**src/rtl/mdio_pkg.sv**
```systemverilog
package mdio_pkg;
  typedef enum logic [2:0] {
    S_PRE, S_ST, S_OP, S_PHY, S_REG, S_TA1, S_TA2, S_DAT
  } mdio_st_e;

  localparam logic [1:0] OP_RD = 2'b10;
  localparam logic [1:0] OP_WR = 2'b01;
  localparam logic [15:0] FLAG_BITS = 16'h00FE;
endpackage

```
**src/rtl/mdio_sync.sv**
```systemverilog
module mdio_sync #(
  parameter int STAGES = 2
) (
  input  logic clk,
  input  logic rst_n,
  input  logic mdc,
  input  logic mdio,
  output logic rise,
  output logic bit_o
);
  logic [STAGES:0]   mdc_sh;
  logic [STAGES-1:0] dat_sh;

  always_ff @(posedge clk or negedge rst_n) begin
    if (!rst_n) begin
      mdc_sh <= '0;
      dat_sh <= '1;
    end else begin
      mdc_sh <= {mdc_sh[STAGES-1:0], mdc};
      dat_sh <= {dat_sh[STAGES-2:0], mdio};
    end
  end

  assign rise  = mdc_sh[STAGES-1] & ~mdc_sh[STAGES];
  assign bit_o = dat_sh[STAGES-1];
endmodule

```
**src/rtl/mdio_frame.sv**
```systemverilog
module mdio_frame
  import mdio_pkg::*;
#(
  parameter logic [4:0] PHY_ADDR = 5'd1,
  parameter int         PRE_LEN  = 32
) (
  input  logic        clk,
  input  logic        rst_n,
  input  logic        rise,
  input  logic        bit_i,
  input  logic [15:0] rd_data,
  output logic        rd_stb,
  output logic        wr_stb,
  output logic [4:0]  acc_addr,
  output logic [15:0] wr_data,
  output logic        mdio_o,
  output logic        mdio_oe
);
  localparam int CW = $clog2(PRE_LEN + 1);
  localparam logic [CW-1:0] PRE_CNT = CW'(PRE_LEN);
  localparam logic [CW-1:0] LAST5   = CW'(4);
  localparam logic [CW-1:0] LAST16  = CW'(15);

  mdio_st_e      st;
  logic [CW-1:0] cnt;
  logic          op_hi, is_rd;
  logic [4:0]    phy_q, reg_q;
  logic [15:0]   sh;

  assign acc_addr = (st == S_REG) ? {reg_q[3:0], bit_i} : reg_q;
  assign wr_data  = {sh[14:0], bit_i};
  assign rd_stb   = rise && st == S_REG && cnt == LAST5 && phy_q == PHY_ADDR && is_rd;
  assign wr_stb   = rise && st == S_DAT && cnt == LAST16 && !is_rd;

  always_ff @(posedge clk or negedge rst_n) begin
    if (!rst_n) begin
      st <= S_PRE; cnt <= '0; op_hi <= 1'b0; is_rd <= 1'b0;
      phy_q <= '0; reg_q <= '0; sh <= '0; mdio_o <= 1'b0; mdio_oe <= 1'b0;
    end else if (rise) begin
      unique case (st)
        S_PRE: begin
          if (bit_i) begin
            if (cnt != PRE_CNT) cnt <= cnt + 1'b1;
          end else begin
            if (cnt == PRE_CNT) st <= S_ST;
            cnt <= '0;
          end
        end
        S_ST: begin
          cnt <= '0;
          st  <= bit_i ? S_OP : S_PRE;
        end
        S_OP: begin
          op_hi <= bit_i;
          if (cnt == CW'(1)) begin
            cnt <= '0;
            if ({op_hi, bit_i} == OP_RD) begin
              is_rd <= 1'b1; st <= S_PHY;
            end else if ({op_hi, bit_i} == OP_WR) begin
              is_rd <= 1'b0; st <= S_PHY;
            end else begin
              st <= S_PRE;
            end
          end else begin
            cnt <= cnt + 1'b1;
          end
        end
        S_PHY: begin
          phy_q <= {phy_q[3:0], bit_i};
          if (cnt == LAST5) begin
            cnt <= '0; st <= S_REG;
          end else cnt <= cnt + 1'b1;
        end
        S_REG: begin
          reg_q <= {reg_q[3:0], bit_i};
          if (cnt == LAST5) begin
            cnt <= '0;
            if (phy_q == PHY_ADDR) begin
              st <= S_TA1;
              if (is_rd) sh <= rd_data;
            end else st <= S_PRE;
          end else cnt <= cnt + 1'b1;
        end
        S_TA1: begin
          st <= S_TA2;
          if (is_rd) begin
            mdio_oe <= 1'b1; mdio_o <= 1'b0;
          end
        end
        S_TA2: begin
          st <= S_DAT; cnt <= '0;
          if (is_rd) begin
            mdio_o <= sh[15]; sh <= {sh[14:0], 1'b0};
          end
        end
        S_DAT: begin
          if (cnt == LAST16) begin
            st <= S_PRE; cnt <= '0; mdio_oe <= 1'b0; mdio_o <= 1'b0;
          end else begin
            cnt <= cnt + 1'b1;
            if (is_rd) begin
              mdio_o <= sh[15]; sh <= {sh[14:0], 1'b0};
            end
          end
          if (!is_rd) sh <= {sh[14:0], bit_i};
        end
        default: st <= S_PRE;
      endcase
    end
  end
endmodule

```
**src/rtl/mdio_regs.sv**
```systemverilog
module mdio_regs
  import mdio_pkg::*;
#(
  parameter int           NSTD      = 7,
  parameter logic [4:0]   SRC_ADDR  = 5'd29,
  parameter logic [4:0]   MASK_ADDR = 5'd30,
  parameter logic [111:0] STD_RESET = 112'h0,
  parameter logic [111:0] STD_WMASK = 112'h0
) (
  input  logic        clk,
  input  logic        rst_n,
  input  logic [7:0]  evt,
  input  logic        rd_stb,
  input  logic        wr_stb,
  input  logic [4:0]  acc_addr,
  input  logic [15:0] wr_data,
  output logic [15:0] rd_data,
  output logic [15:0] src_q,
  output logic [15:0] mask_q,
  output logic        irq
);
  logic [15:0] std_q [NSTD];
  logic        src_rd;

  assign src_rd = rd_stb && acc_addr == SRC_ADDR;

  for (genvar i = 0; i < NSTD; i++) begin : g_std
    localparam logic [15:0] RV = STD_RESET[i*16 +: 16];
    localparam logic [15:0] WM = STD_WMASK[i*16 +: 16];
    always_ff @(posedge clk or negedge rst_n) begin
      if (!rst_n) std_q[i] <= RV;
      else if (wr_stb && acc_addr == 5'(i))
        std_q[i] <= (std_q[i] & ~WM) | (wr_data & WM);
    end
  end

  always_ff @(posedge clk or negedge rst_n) begin
    if (!rst_n) begin
      src_q  <= '0;
      mask_q <= '0;
    end else begin
      src_q <= (src_rd ? 16'h0 : src_q) | ({8'h00, evt} & FLAG_BITS);
      if (wr_stb && acc_addr == MASK_ADDR) mask_q <= wr_data & FLAG_BITS;
    end
  end

  always_comb begin
    rd_data = 16'hFFFF;
    if (acc_addr < 5'(NSTD))       rd_data = std_q[acc_addr[2:0]];
    else if (acc_addr == SRC_ADDR)  rd_data = src_q;
    else if (acc_addr == MASK_ADDR) rd_data = mask_q;
  end

  assign irq = |(src_q & mask_q);
endmodule

```
**src/rtl/mdio_phy_irq.sv**
```systemverilog
module mdio_phy_irq
  import mdio_pkg::*;
#(
  parameter logic [4:0]   PHY_ADDR  = 5'd1,
  parameter logic [4:0]   SRC_ADDR  = 5'd29,
  parameter logic [4:0]   MASK_ADDR = 5'd30,
  parameter int           PRE_LEN   = 32,
  parameter int           SYNC      = 2,
  parameter logic [111:0] STD_RESET = {16'h0000, 16'h0000, 16'h01E1, 16'hC0D1,
                                       16'h0007, 16'h7809, 16'h3100},
  parameter logic [111:0] STD_WMASK = {16'h0000, 16'h0000, 16'h3FFF, 16'h0000,
                                       16'h0000, 16'h0000, 16'hFF80}
) (
  input  logic       clk,
  input  logic       rst_n,
  input  logic       mdc,
  input  logic       mdio_i,
  output logic       mdio_o,
  output logic       mdio_oe,
  input  logic [7:0] evt,
  output logic       irq
);
  logic        rise, bit_s, rd_stb, wr_stb;
  logic [4:0]  acc_addr;
  logic [15:0] wr_data, rd_data, src_q, mask_q;

  mdio_sync #(.STAGES(SYNC)) u_sync (
    .clk(clk), .rst_n(rst_n), .mdc(mdc), .mdio(mdio_i), .rise(rise), .bit_o(bit_s)
  );

  mdio_frame #(.PHY_ADDR(PHY_ADDR), .PRE_LEN(PRE_LEN)) u_frame (
    .clk(clk), .rst_n(rst_n), .rise(rise), .bit_i(bit_s), .rd_data(rd_data),
    .rd_stb(rd_stb), .wr_stb(wr_stb), .acc_addr(acc_addr), .wr_data(wr_data),
    .mdio_o(mdio_o), .mdio_oe(mdio_oe)
  );

  mdio_regs #(.NSTD(7), .SRC_ADDR(SRC_ADDR), .MASK_ADDR(MASK_ADDR),
              .STD_RESET(STD_RESET), .STD_WMASK(STD_WMASK)) u_regs (
    .clk(clk), .rst_n(rst_n), .evt(evt), .rd_stb(rd_stb), .wr_stb(wr_stb),
    .acc_addr(acc_addr), .wr_data(wr_data), .rd_data(rd_data),
    .src_q(src_q), .mask_q(mask_q), .irq(irq)
  );
endmodule

```
**config.mk**
```make
export PLATFORM = sky130hd
export DESIGN_NAME = mdio_phy_irq
export DESIGN_NICKNAME = d
export VERILOG_FILES = /design/src/rtl/mdio_pkg.sv /design/src/rtl/mdio_sync.sv /design/src/rtl/mdio_frame.sv /design/src/rtl/mdio_regs.sv /design/src/rtl/mdio_phy_irq.sv
export SDC_FILE = /design/constraint.sdc
export NUM_CORES = 1
export LEC_CHECK = 0
export BUFFER_PORTS_ARGS = -buffer_cell sky130_fd_sc_hd__buf_4
export CORE_ASPECT_RATIO = 2
export CORE_MARGIN = 3
export CORE_UTILIZATION = 53
export CTS_CLUSTER_DIAMETER = 200
export DETAILED_ROUTE_END_ITERATION = 16
export PLACE_DENSITY_LB_ADDON = 0.05
export RECOVER_POWER = 100
export SLEW_MARGIN = 0
export SYNTH_ARGS = -nofsm -noshare
export SYNTH_HDL_FRONTEND = slang
export SYNTH_HIERARCHICAL = 1
export SYNTH_SLANG_ARGS = --single-unit
```
**constraint.sdc**
```tcl
create_clock -name clk -period 6.1 [get_ports clk]
set_input_delay 0.61 -clock clk [delete_from_list [all_inputs] [get_ports clk]]
set_output_delay 0.61 -clock clk [all_outputs]
set_load 0.005 [all_outputs]
```
# Word-level counts from Yosys, hierarchy flattened
# Cells that the tools add are included.
# op_classes
n_addsub,1
order_cmp,2
n_eq_ne,30
mux,41
bitwise,7
n_reduce_logical,30
# op_table
cell,n
$mux 16,12
$bmux 16 s3,1
$pmux 16 s3,1
$mux 6,5
$pmux 6 s5,1
$mux 3,8
$pmux 3 s8,1
$and 16x8->16,1
$or 16x14->16,1
$or 16x8->16,1
$or 7x16->16,1
$reduce_or 16->1,1
$reduce_and 7->1,2
$eq 3x3->1 const B,4
$ne 2x1->1 const B,6
$logic_and 1x1->1,11
$eq 5x5->1 const B,2
$ne 2x2->1 const B,4
$reduce_and 4->1,2
$mux 1,7
$add 6x1->6 const B,1
$eq 3x2->1 const B,2
$eq 6x1->1 const B,1
$eq 6x3->1 const B,1
other kinds (28),34
# totals
ff_bits,99
output_inout_bits,3
word_cells,126

# Depth between registers and ports, before layout
# Gate-level depths: netlist (run 1).
# depth
depth_word,11
depth_mapped,13

# By module
# The synthesis (run 1) kept the hierarchy.
# modules_own_cells
mod,n_inst,cells_each,area_per_inst_um2,seq_area_each_um2
mdio_frame,1,225,2436.1,975.9
mdio_regs,1,193,2115.8,935.9
mdio_sync,1,6,141.4,127.6

# Least setup slack after synthesis (run 1)
# Ideal clock, no wire load.
# synth_timing
path_type,reg2reg
from,reg u_frame.st[0]
to,reg u_frame.sh[11]
arrival_time_ns,2.730
required_ns,5.972
slack_ns,3.243
stages_incl_launch_ff,11
synth_period_minus_slack_ns,2.857
path_cell_list,dfrtp_1 -> buf_2 -> nor2_1 -> nand2_1 -> o21ai_0 -> clkbuf_1 -> o211ai_1 -> a211oi_2 -> o21ai_1 -> mux2_2 -> mux2_1
# synth_between
elab_chain_cells,11
# synth_rtl
item,line_no,source
from (decl),mdio_frame.sv:24,mdio_st_e st;
from (signal assigned),mdio_frame.sv:51,st <= bit_i ? S_OP : S_PRE;
$eq 3x3->1 *,mdio_frame.sv:30,"assign acc_addr = (st == S_REG) ? {reg_q[3:0], bit_i} : reg_q;"
$mux 5 *,n/a,
via acc_addr[0],mdio_phy_irq.sv:24,logic [4:0] acc_addr;
$not 3->4 (not written as such),mdio_regs.sv:49,if (acc_addr < 5'(NSTD)) rd_data = std_q[acc_addr[2:0]];
$bmux 16 s3,mdio_regs.sv:49,
$mux 16 (not written as such) (2 in a row),mdio_regs.sv:49,
$mux 16 *,mdio_regs.sv:49,
via rd_data[11],mdio_phy_irq.sv:25,"logic [15:0] wr_data, rd_data, src_q, mask_q;"
$mux 16 *,mdio_frame.sv:80,if (is_rd) sh <= rd_data;
$mux 16 *,mdio_frame.sv:78,if (phy_q == PHY_ADDR) begin
$mux 16 *,mdio_frame.sv:76,if (cnt == LAST5) begin
$pmux 16 s3 *,mdio_frame.sv:40,unique case (st)
to (signal assigned),mdio_frame.sv:80,
to (signal assigned),mdio_frame.sv:93,"mdio_o <= sh[15]; sh <= {sh[14:0], 1'b0};"
to (signal assigned),mdio_frame.sv:102,"mdio_o <= sh[15]; sh <= {sh[14:0], 1'b0};"
to (decl),mdio_frame.sv:28,logic [15:0] sh;
# The timed path passes the listed nets; every way through them passes the cells marked *. The select of a mux whose other input is x is not followed.
# A chain may end at the register's enable or synchronous reset.

# Worst setup path in the final report (run 1)
# layout_timing
from,reg u_frame.st[1]
to,reg u_frame.sh[12]
# The elaborated chain is that of the path after synthesis.

==> impl_metrics.csv, run 1 <==
group,metric,value,unit
place,dp_hpwl,6780,um
cells_and_area,syn_to_final_growth,5.93,%
timing,setup_ws,2.21,ns
outcome,status,"complete, no violations",
timing,rsz0062_at_grt,"false",
timing,relSlewSlack,0.265,
cells_and_area,nNetsFinal,410,
worst_setup_path,path_cells,"nor2_1, nand2_1, mux2_1, o211ai_1, a211oi_1, o21ai_0, mux2_2, mux2_1",
worst_setup_path,max_stage_delay,0.92,ns
clock_tree,cts_sinks,81,
global_routing,grt_pass1_wl,16300,um
hold_path,hp-class,"reg -> reg",
timing,tightestPinTransition,1.09,ns
clock_tree,root_buffer,"clkbuf_16",
cells_and_area,antennaDiodeCount,0,
cells_and_area,multi_input_area,2190,um2
worst_setup_path,critical-path-top-delay-family,"multiplexers",
drt,finalWirelength,9810,um
timing,holdWs,0.358,ns
worst_setup_path,path_max_fanout,24,
clock_tree,cts.path.max_buffers,2,
place,port_buffers,13,
pwr,ir_drop,0.000146,V
worst_setup_path,endpoint_kind,"flip-flop",
logic_synthesis,ys.warnings.count,6,
timing,finalCritPeriodShare,0.638,
drt,routed_via_density,6.20,
worst_setup_path,arrival,4.11,ns
clock_tree,cts_tree,"built",
pwr,cellLeakagePower,0.00216,uW
timing,skew,0.00648,ns
worst_setup_path,worst_path_max_delay_cell,"mux2_1",
pwr,power_density,254,nW/um2
clock_tree,cts_setup_buffers,0,
global_routing,antenna_found_initial,0,
worst_setup_path,path_class,"reg -> reg",
clock_tree,clkTransAtPathRegs,0.06,ns
place,place_congestion,0.951,
drt,drc,0,
clock_tree,clk_latency,0.33,ns
clock_tree,htree_levels,3,
drt,num_vias,3080,
global_routing,grt_max_degree,82,
timing,tns,0,ns
cells_and_area,drive_above_1_share,0.218,
drt,antenna_left,0,
worst_setup_path,critPathBufInv,0,
floorplan,die_h,137,um
timing,period_needed,3.89,ns
floorplan,start_util,0.545,
logic_synthesis,syn_inst,405,
global_routing,grt.overflow.total,0,
timing,finalSetupViolations,0,
floorplan,coreArea,8350,um2
drt,wl_per_cell,19.7,um
logic_synthesis,syn-num-nets,421,
global_routing,grt_pass1_vias,3224,
clock_tree,holdBufCountCts,0,
logic_synthesis,synthesis.area,4550,um2
timing,hold_viol,0,
floorplan,die_w,71.6,um
drt,first_pass_iters,4,
worst_setup_path,critPathLaunchType,"flip-flop",
timing,fmax,0.257,GHz
floorplan,die_area,9810,um2
cells_and_area,register_area,2040,um2
global_routing,grt_use_total,0.217,
logic_synthesis,syn_area_per_cell,11.2,um2
worst_setup_path,cpMostUsedCell,"mux2_1",
worst_setup_path,required,6.32,ns
clock_tree,cts_made_buffers,9,
flow_run,max-cap-violations,0,
clock_tree,cts_resized,0,
floorplan,num_rows,47,
place,dp_slack,2.70,ns
drt,drt_iter0_drc,241,
pwr,p_total,1230,uW
timing,drv_slew,0,
cells_and_area,fillers,762,
floorplan,ioPinCount,15,
-- worst reg2reg max path, cell delays in order, from the launching register on --
cell      delay, ns
dfrtp_1        0.56
nor2_1         0.36
nand2_1        0.29
mux2_1         0.92
o211ai_1       0.19
a211oi_1       0.68
o21ai_0        0.19
mux2_2         0.31
mux2_1         0.28
-- cell usage in the layout (no fill, tap or decap), types with 5 or more instances in the layout --
cell type / count
dfrtp_1: 71
mux2_1: 43
mux2_2: 28
nand2_1: 22
o21ai_0: 20
nor2_1: 13
a21oi_1: 13
nor3_1: 12
inv_1: 11
nand3_1: 11
dfstp_2: 10
clkbuf_16: 9
buf_4: 9
or3_1: 7
a21o_1: 7
nand3b_1: 6
o31ai_1: 6
clkbuf_4: 5
-- flip-flops by register name (all words and copies together) (netlist names) --
signal / flops
u_frame/cnt: 6
u_sync/mdc_sh: 3
u_frame/sh: 16
u_sync/dat_sh: 2
u_frame/mdio_oe: 1
u_frame/op_hi: 1
u_regs/std_q: 23
u_frame/mdio_o: 1
u_frame/reg_q: 5
u_frame/is_rd: 1
u_regs/mask_q: 7
u_frame/phy_q: 5
u_regs/src_q: 7
u_frame/st: 3
-- where the power goes --
group	leakage (uW)	switching [uW]	internal (uW)	total, uW
registers	0.00104	22.7	549	572
logic	0.000962	38.5	29.5	68.0
clock network	0.000159	215	371	586
-- metal layers --
| metal | global-route usage | part of all wire | up-vias |
|---|---|---|---|
| li1 | - | - | 1458 |
| met4 | 0.0805 | 0.016 | 0 |
| met3 | 0.0360 | 0.022 | 12 |
| met2 | 0.419 | 0.59 | 54 |
| met5 | 0 | 0 | - |
| met1 | 0.226 | 0.37 | 1556 |
-- worst paths after layout --
check / cells after the start / start / end / slack (ns)
min in group asynchronous: 1 / rst_n / u_frame/sh[5]$_DFFE_PN0P_ / 0.44
max in group asynchronous: 1 / rst_n / u_frame/sh[11]$_DFFE_PN0P_ / 5.00
hold reg to reg: 0 / u_sync/dat_sh[0]$_DFF_PN1_ / u_sync/dat_sh[1]$_DFF_PN1_ / 0.36
setup / recovery: 8 / u_frame/st[1]$_DFFE_PN0P_ / u_frame/sh[12]$_DFFE_PN0P_ / 2.21
setup reg to reg: 8 / u_frame/st[1]$_DFFE_PN0P_ / u_frame/sh[12]$_DFFE_PN0P_ / 2.21
hold / removal: 0 / u_sync/dat_sh[0]$_DFF_PN1_ / u_sync/dat_sh[1]$_DFF_PN1_ / 0.36
-- per-stage QoR --
step	cells	instance area, um2	utilization
after floorplan	405	4550	-
after global placement	481	4550	0.545
after detailed placement	481	4550	0.545
after CTS	497	4880	0.585
after global routing	497	4820	0.578
final	497	4820	0.578
-- final cells by class --
| cell class | count | share of cell area |
|---|---|---|
| well taps | 98 | 0.0254 |
| clock buffers | 10 | 0.0495 |
| multi-input cells | 277 | 0.453 |
| flip-flops and latches | 81 | 0.423 |
| clock inverters | 6 | 0.0187 |
| repair buffers | 14 | 0.0218 |
| inverters | 11 | 0.00856 |
Note: power is estimated with default switching activity, not from simulation.
==> run 2: changes to the inputs <==
==> constraint.sdc (replaced) <==
create_clock -name clk -period 3.6 [get_ports clk]
set_input_delay 0.36 -clock clk [delete_from_list [all_inputs] [get_ports clk]]
set_output_delay 0.36 -clock clk [all_outputs]
set_load 0.005 [all_outputs]
==> impl_metrics.csv, run 2 (same netlist as run 1, synthesis figures left out) <==
group,metric,value,unit
cells_and_area,final_cells,506,
timing,tightestPinTransition,1.99,ns
clock_tree,cts_resized,0,
cells_and_area,nNetsFinal,419,
worst_setup_path,max_stage_delay,0.79,ns
drt,routed_via_density,6.22,
worst_setup_path,r2r-start,"u_frame/st[1]$_DFFE_PN0P_",
place,placed_area,4620,um2
drt,antenna_left,0,
global_routing,grt_pass1_wl,16100,um
worst_setup_path,path_cells,"nor2_1, nand2_1, mux2_1, nand2b_1, or3_1, o221a_2, mux2_2, mux2_4",
clock_tree,root_buffer,"clkbuf_16",
timing,tns,0,ns
pwr,ir_drop,0.000311,V
drt,first_pass_iters,4,
worst_setup_path,cp_num_cells,8,
worst_setup_path,path_max_fanout,21,
worst_setup_path,critPathLaunch,"u_frame/st[1]$_DFFE_PN0P_",
floorplan,start_util,0.545,
cells_and_area,drive_above_1_share,0.240,
cells_and_area,layout_common_cells,"dfrtp_1, mux2_1, mux2_2",
clock_tree,clk_latency,0.34,ns
global_routing,grt.overflow.total,0,
cells_and_area,fin_area,4920,um2
worst_setup_path,r2r-end,"u_frame/sh[7]$_DFFE_PN0P_",
timing,relSlewSlack,-0.329,
drt,drt_iter0_drc,172,
pwr,swShare,0.218,
global_routing,grt_pass1_vias,3214,
drt,num_vias,3146,
clock_tree,cts_made_buffers,9,
worst_setup_path,cp-endpoint,"u_frame/sh[7]$_DFFE_PN0P_",
clock_tree,cts_tree,"built",
timing,period_needed,3.11,ns
pwr,seqPwrFrac,0.450,
place,dpl.cell_count,490,
cells_and_area,largest_reg_flops,23,
floorplan,die_w,71.6,um
floorplan,die_area,9810,um2
clock_tree,cts_setup_buffers,0,
timing,holdWs,0.129,ns
clock_tree,htree_levels,3,
timing,hold_viol,0,
worst_setup_path,endpoint_kind,"flip-flop",
cells_and_area,layout_commonest_cell,"dfrtp_1",
timing,finalCritPeriodShare,0.863,
cells_and_area,reg_top3,"u_regs/std_q (23), u_frame/sh (16)",
clock_tree,cts_sinks,81,
floorplan,num_rows,47,
worst_setup_path,critPathLaunchType,"flip-flop",
drt,wl_per_cell,19.3,um
pwr,internal_power,1680,uW
floorplan,coreArea,8350,um2
clock_tree,holdBufCountCts,0,
worst_setup_path,reg2reg_slack,0.49,ns
pwr,clockPowerShare,0.496,
timing,skew,0.00407,ns
worst_setup_path,critPathBufInv,0,
clock_tree,clkTransAtPathRegs,0.06,ns
worst_setup_path,required,3.82,ns
drt,finalWirelength,9740,um
timing,finalSetupViolations,0,
outcome,violations,"max-capacitance violations, max-slew violations",
cells_and_area,syn_to_final_growth,7.99,%
worst_setup_path,reg2reg_depth,8,
timing,drv_slew,82,
global_routing,grt_use_total,0.215,
global_routing,grt_max_degree,82,
cells_and_area,antennaDiodeCount,0,
place,place_congestion,0.918,
cells_and_area,multi_input_area,2200,um2
floorplan,ioPinCount,15,
place,dp_hpwl,6880,um
place,port_buffers,13,
cells_and_area,fillers,711,
flow_run,max-cap-violations,1,
pwr,power_density,436,nW/um2
pwr,cellLeakagePower,0.00222,uW
pwr,combPwrFrac,0.054,
cells_and_area,register_area,2040,um2
floorplan,die_h,137,um
worst_setup_path,critical-path-top-delay-family,"multiplexers",
worst_setup_path,path_class,"reg -> reg",
drt,drc,0,
timing,fmax,0.322,GHz
cells_and_area,post-route-util,0.589,
clock_tree,cts.path.max_buffers,2,
hold_path,hp-class,"in -> reg",
pwr,p_sw,468,uW
timing,rsz0062_at_grt,"false",
outcome,status,"complete, but fails checks",
global_routing,antenna_found_initial,0,
cells_and_area,largest-register,"u_regs/std_q",
worst_setup_path,arrival,3.33,ns
worst_setup_path,worst_path_max_delay_cell,"mux2_1",
-- run 2: cell count changes in the layout (fill, tap and decap cells not counted), sizes merged --
cell / change
buf: +5
clkbuf: +4
bufinv: +1
inv: -1
-- run 2: how the worst min path moves through the flow --
stage | start | end | slack [ns] | cells past startpoint
finish | mdio_i | u_sync/dat_sh[0]$_DFF_PN1_ | 0.13 | 1
global route | mdio_i | u_sync/dat_sh[0]$_DFF_PN1_ | 0.12 | 1
CTS | mdio_i | u_sync/dat_sh[0]$_DFF_PN1_ | 0.11 | 1
detailed placement | u_sync/mdc_sh[0]$_DFF_PN0_ | u_sync/mdc_sh[1]$_DFF_PN0_ | 0.34 | 0
global placement | u_sync/mdc_sh[0]$_DFF_PN0_ | u_sync/mdc_sh[1]$_DFF_PN0_ | 0.33 | 0
floorplan | rst_n | u_frame/cnt[0]$_DFFE_PN0P_ | 0.06 | 0
-- run 2: power by group through the flow --
stage	logic [uW]	clock network [uW]	registers (uW)
CTS	121	1090	968
global placement	118	0	982
finish	116	1060	966
global route	132	1120	972
floorplan	101	0	959
detailed placement	121	0	984
-- run 2: area by class of cell --
cell class,instances,share of cell area
Tap cell,98,0.0249
Timing Repair Buffer,23,0.0323
Inverter,11,0.00839
Sequential cell,81,0.415
Clock inverter,6,0.0234
Clock buffer,10,0.0486
Multi-Input combinational cell,277,0.448
-- run 2: per-layer routing --
metal  track usage  vias up  share of wire
met5             0        -              0
met4         0.112        0          0.023
met3        0.0382       17          0.027
met2         0.391       62           0.56
met1         0.231     1591           0.39
li1              -     1476              -
-- run 2: through the flow --
step                power (uW)  setup WS [ns]
global placement          1100          0.774
detailed placement        1100          0.759
global route              2220          0.273
CTS                       2180          0.748
finish                    2150          0.493
floorplan                 1060          0.743
==> run 3: changes to the inputs <==
--- a/config.mk
+++ b/config.mk
@@ -6,11 +6,14 @@
 export NUM_CORES = 1
 export LEC_CHECK = 0
 export BUFFER_PORTS_ARGS = -buffer_cell sky130_fd_sc_hd__buf_4
+export CAP_MARGIN = 40
 export CORE_ASPECT_RATIO = 2
 export CORE_MARGIN = 3
 export CORE_UTILIZATION = 53
+export CTS_BUF_LIST = sky130_fd_sc_hd__clkbuf_16
 export CTS_CLUSTER_DIAMETER = 200
 export DETAILED_ROUTE_END_ITERATION = 16
+export GPL_TIMING_DRIVEN = 0
 export PLACE_DENSITY_LB_ADDON = 0.05
 export RECOVER_POWER = 100
 export SLEW_MARGIN = 0
==> impl_metrics.csv, run 3 (same netlist as run 1, synthesis figures left out) <==
group,metric,value,unit
clock_tree,cts_sinks,81,
floorplan,coreArea,8350,um2
place,dpl.cell_count,517,
cells_and_area,layout_common_cells,"dfrtp_1, mux2_1, mux2_2",
clock_tree,root_buffer,"clkbuf_16",
timing,period_needed,3.35,ns
drt,num_vias,3236,
cells_and_area,nNetsFinal,446,
cells_and_area,syn_to_final_growth,10.2,%
global_routing,grt.overflow.total,0,
cells_and_area,layout_commonest_cell,"dfrtp_1",
floorplan,die_h,137,um
worst_setup_path,critPathLaunchType,"flip-flop",
drt,drc,0,
clock_tree,clk_latency,0.34,ns
pwr,power_density,393,nW/um2
worst_setup_path,path_class,"reg -> reg",
worst_setup_path,endpoint_kind,"flip-flop",
floorplan,die_area,9810,um2
worst_setup_path,path_cells,"buf_2, nor2_1, nand2_1, mux2_2, buf_2, clkbuf_2, nand2_1, a221oi_1, o31ai_1, mux2_2, mux2_4",
worst_setup_path,max_stage_delay,0.45,ns
timing,skew,0.00602,ns
cells_and_area,largest_reg_flops,23,
global_routing,grt_pass1_vias,3310,
floorplan,die_w,71.6,um
timing,finalCritPeriodShare,0.930,
timing,relSlewSlack,-0.0166,
floorplan,start_util,0.545,
flow_run,max-cap-violations,1,
drt,finalWirelength,10200,um
outcome,violations,"max-capacitance violations, max-slew violations",
place,port_buffers,13,
clock_tree,cts_tree,"built",
clock_tree,clkTransAtPathRegs,0.07,ns
cells_and_area,largest-register,"u_regs/std_q",
worst_setup_path,worst_path_max_delay_cell,"dfrtp_1",
global_routing,grt_pass1_wl,16600,um
floorplan,ioPinCount,15,
place,place_congestion,0.910,
place,dp_slack,0.0245,ns
worst_setup_path,arrival,3.57,ns
global_routing,antenna_found_initial,0,
drt,drt_iter0_drc,179,
drt,first_pass_iters,4,
timing,finalSetupViolations,0,
drt,routed_via_density,6.07,
timing,setup_ws,0.252,ns
timing,fmax,0.299,GHz
global_routing,grt_max_degree,53,
timing,rsz0062_at_grt,"false",
timing,tightestPinTransition,1.52,ns
cells_and_area,drive_above_1_share,0.267,
timing,drv_slew,31,
hold_path,hp-class,"in -> reg",
cells_and_area,reg_top3,"u_regs/std_q (23), u_frame/sh (16)",
worst_setup_path,required,3.82,ns
clock_tree,cts_made_buffers,9,
pwr,ir_drop,0.000306,V
cells_and_area,final_cells,533,
clock_tree,htree_levels,3,
cells_and_area,antennaDiodeCount,0,
outcome,status,"complete, but fails checks",
timing,tns,0,ns
timing,hold_viol,0,
cells_and_area,fillers,738,
place,dp_hpwl,7500,um
worst_setup_path,path_max_fanout,10,
drt,antenna_left,0,
global_routing,grt_use_total,0.223,
pwr,cellLeakagePower,0.00230,uW
floorplan,num_rows,47,
clock_tree,cts_setup_buffers,0,
drt,wl_per_cell,19.1,um
clock_tree,cts.path.max_buffers,2,
[run 3: worst paths after layout]
kind / start / end / slack (ns) / depth (start not counted)
max: u_frame/st[0]$_DFFE_PN0P_ / u_frame/sh[15]$_DFFE_PN0P_ / 0.25 / 11
min: mdio_i / u_sync/dat_sh[0]$_DFF_PN1_ / 0.12 / 1
max reg2reg: u_frame/st[0]$_DFFE_PN0P_ / u_frame/sh[15]$_DFFE_PN0P_ / 0.25 / 11
min reg2reg: u_sync/mdc_sh[0]$_DFF_PN0_ / u_sync/mdc_sh[1]$_DFF_PN0_ / 0.36 / 0
max in group asynchronous: rst_n / u_frame/cnt[2]$_DFFE_PN0P_ / 0.66 / 3
min in group asynchronous: rst_n / u_regs/std_q[36]$_DFFE_PN0P_ / 0.92 / 2
[run 3: cell type report]
| cell class | instances | area [um2] | share of cell area |
|---|---|---|---|
| tap | 98 | 123 | 0.0244 |
| buffer | 35 | 216 | 0.0431 |
| timing repair buffer | 15 | 109 | 0.0217 |
| clock buffer | 9 | 225 | 0.0449 |
| inverter | 11 | 41.3 | 0.00823 |
| multi-input combinational | 277 | 2210 | 0.439 |
| clock inverter | 7 | 60.1 | 0.0120 |
| sequential | 81 | 2040 | 0.406 |
[run 3: where the power goes]
group	internal, uW	leakage, uW	total (uW)	switching [uW]
combinational	57.3	0.00112	146	88.6
clock	479	0.000137	883	403
sequential	930	0.00104	946	16.6
total	1470	0.00230	1980	509
[run 3: timing repair]
action | 4_1_cts | 5_1_grt
pin swaps | 0 | 1
setup endpoints to repair | 1 | 6
gates cloned | 0 | 0
endpoints found under the hold margin | 26 | 0
gates resized for setup | 1 | 4
hold buffers | 1 | 0
[run 3: routing by layer]
metal / vias up / track usage / share of wire
met3: 19 / 0.0375 / 0.018
li1: 1536 / - / -
met5: - / 0 / 0
met4: 0 / 0.110 / 0.030
met1: 1632 / 0.247 / 0.39
met2: 49 / 0.402 / 0.56
[run 3: metrics by stage]
step           cell area (um2)  hold slack (ns)  total power [uW]   util
2_1_floorplan             4550           0.0644              1060      -
3_3_place_gp              4770            0.333              1110  0.572
3_5_place_dp              4800            0.315              1120  0.575
4_1_cts                   5100            0.111              2000  0.610
5_1_grt                   5020            0.118              2040  0.601
6_report                  5020            0.123              1980  0.601
[run 3: worst max-delay path: cells and delay by family, from the launching register on]
kind,cells,cell delay (ns)
muxes,3,0.89
buffers and inverters,3,0.82
DFF,1,0.45
and+or+nand+nor,3,0.68
AOI/OAI and AO/OA,2,0.39
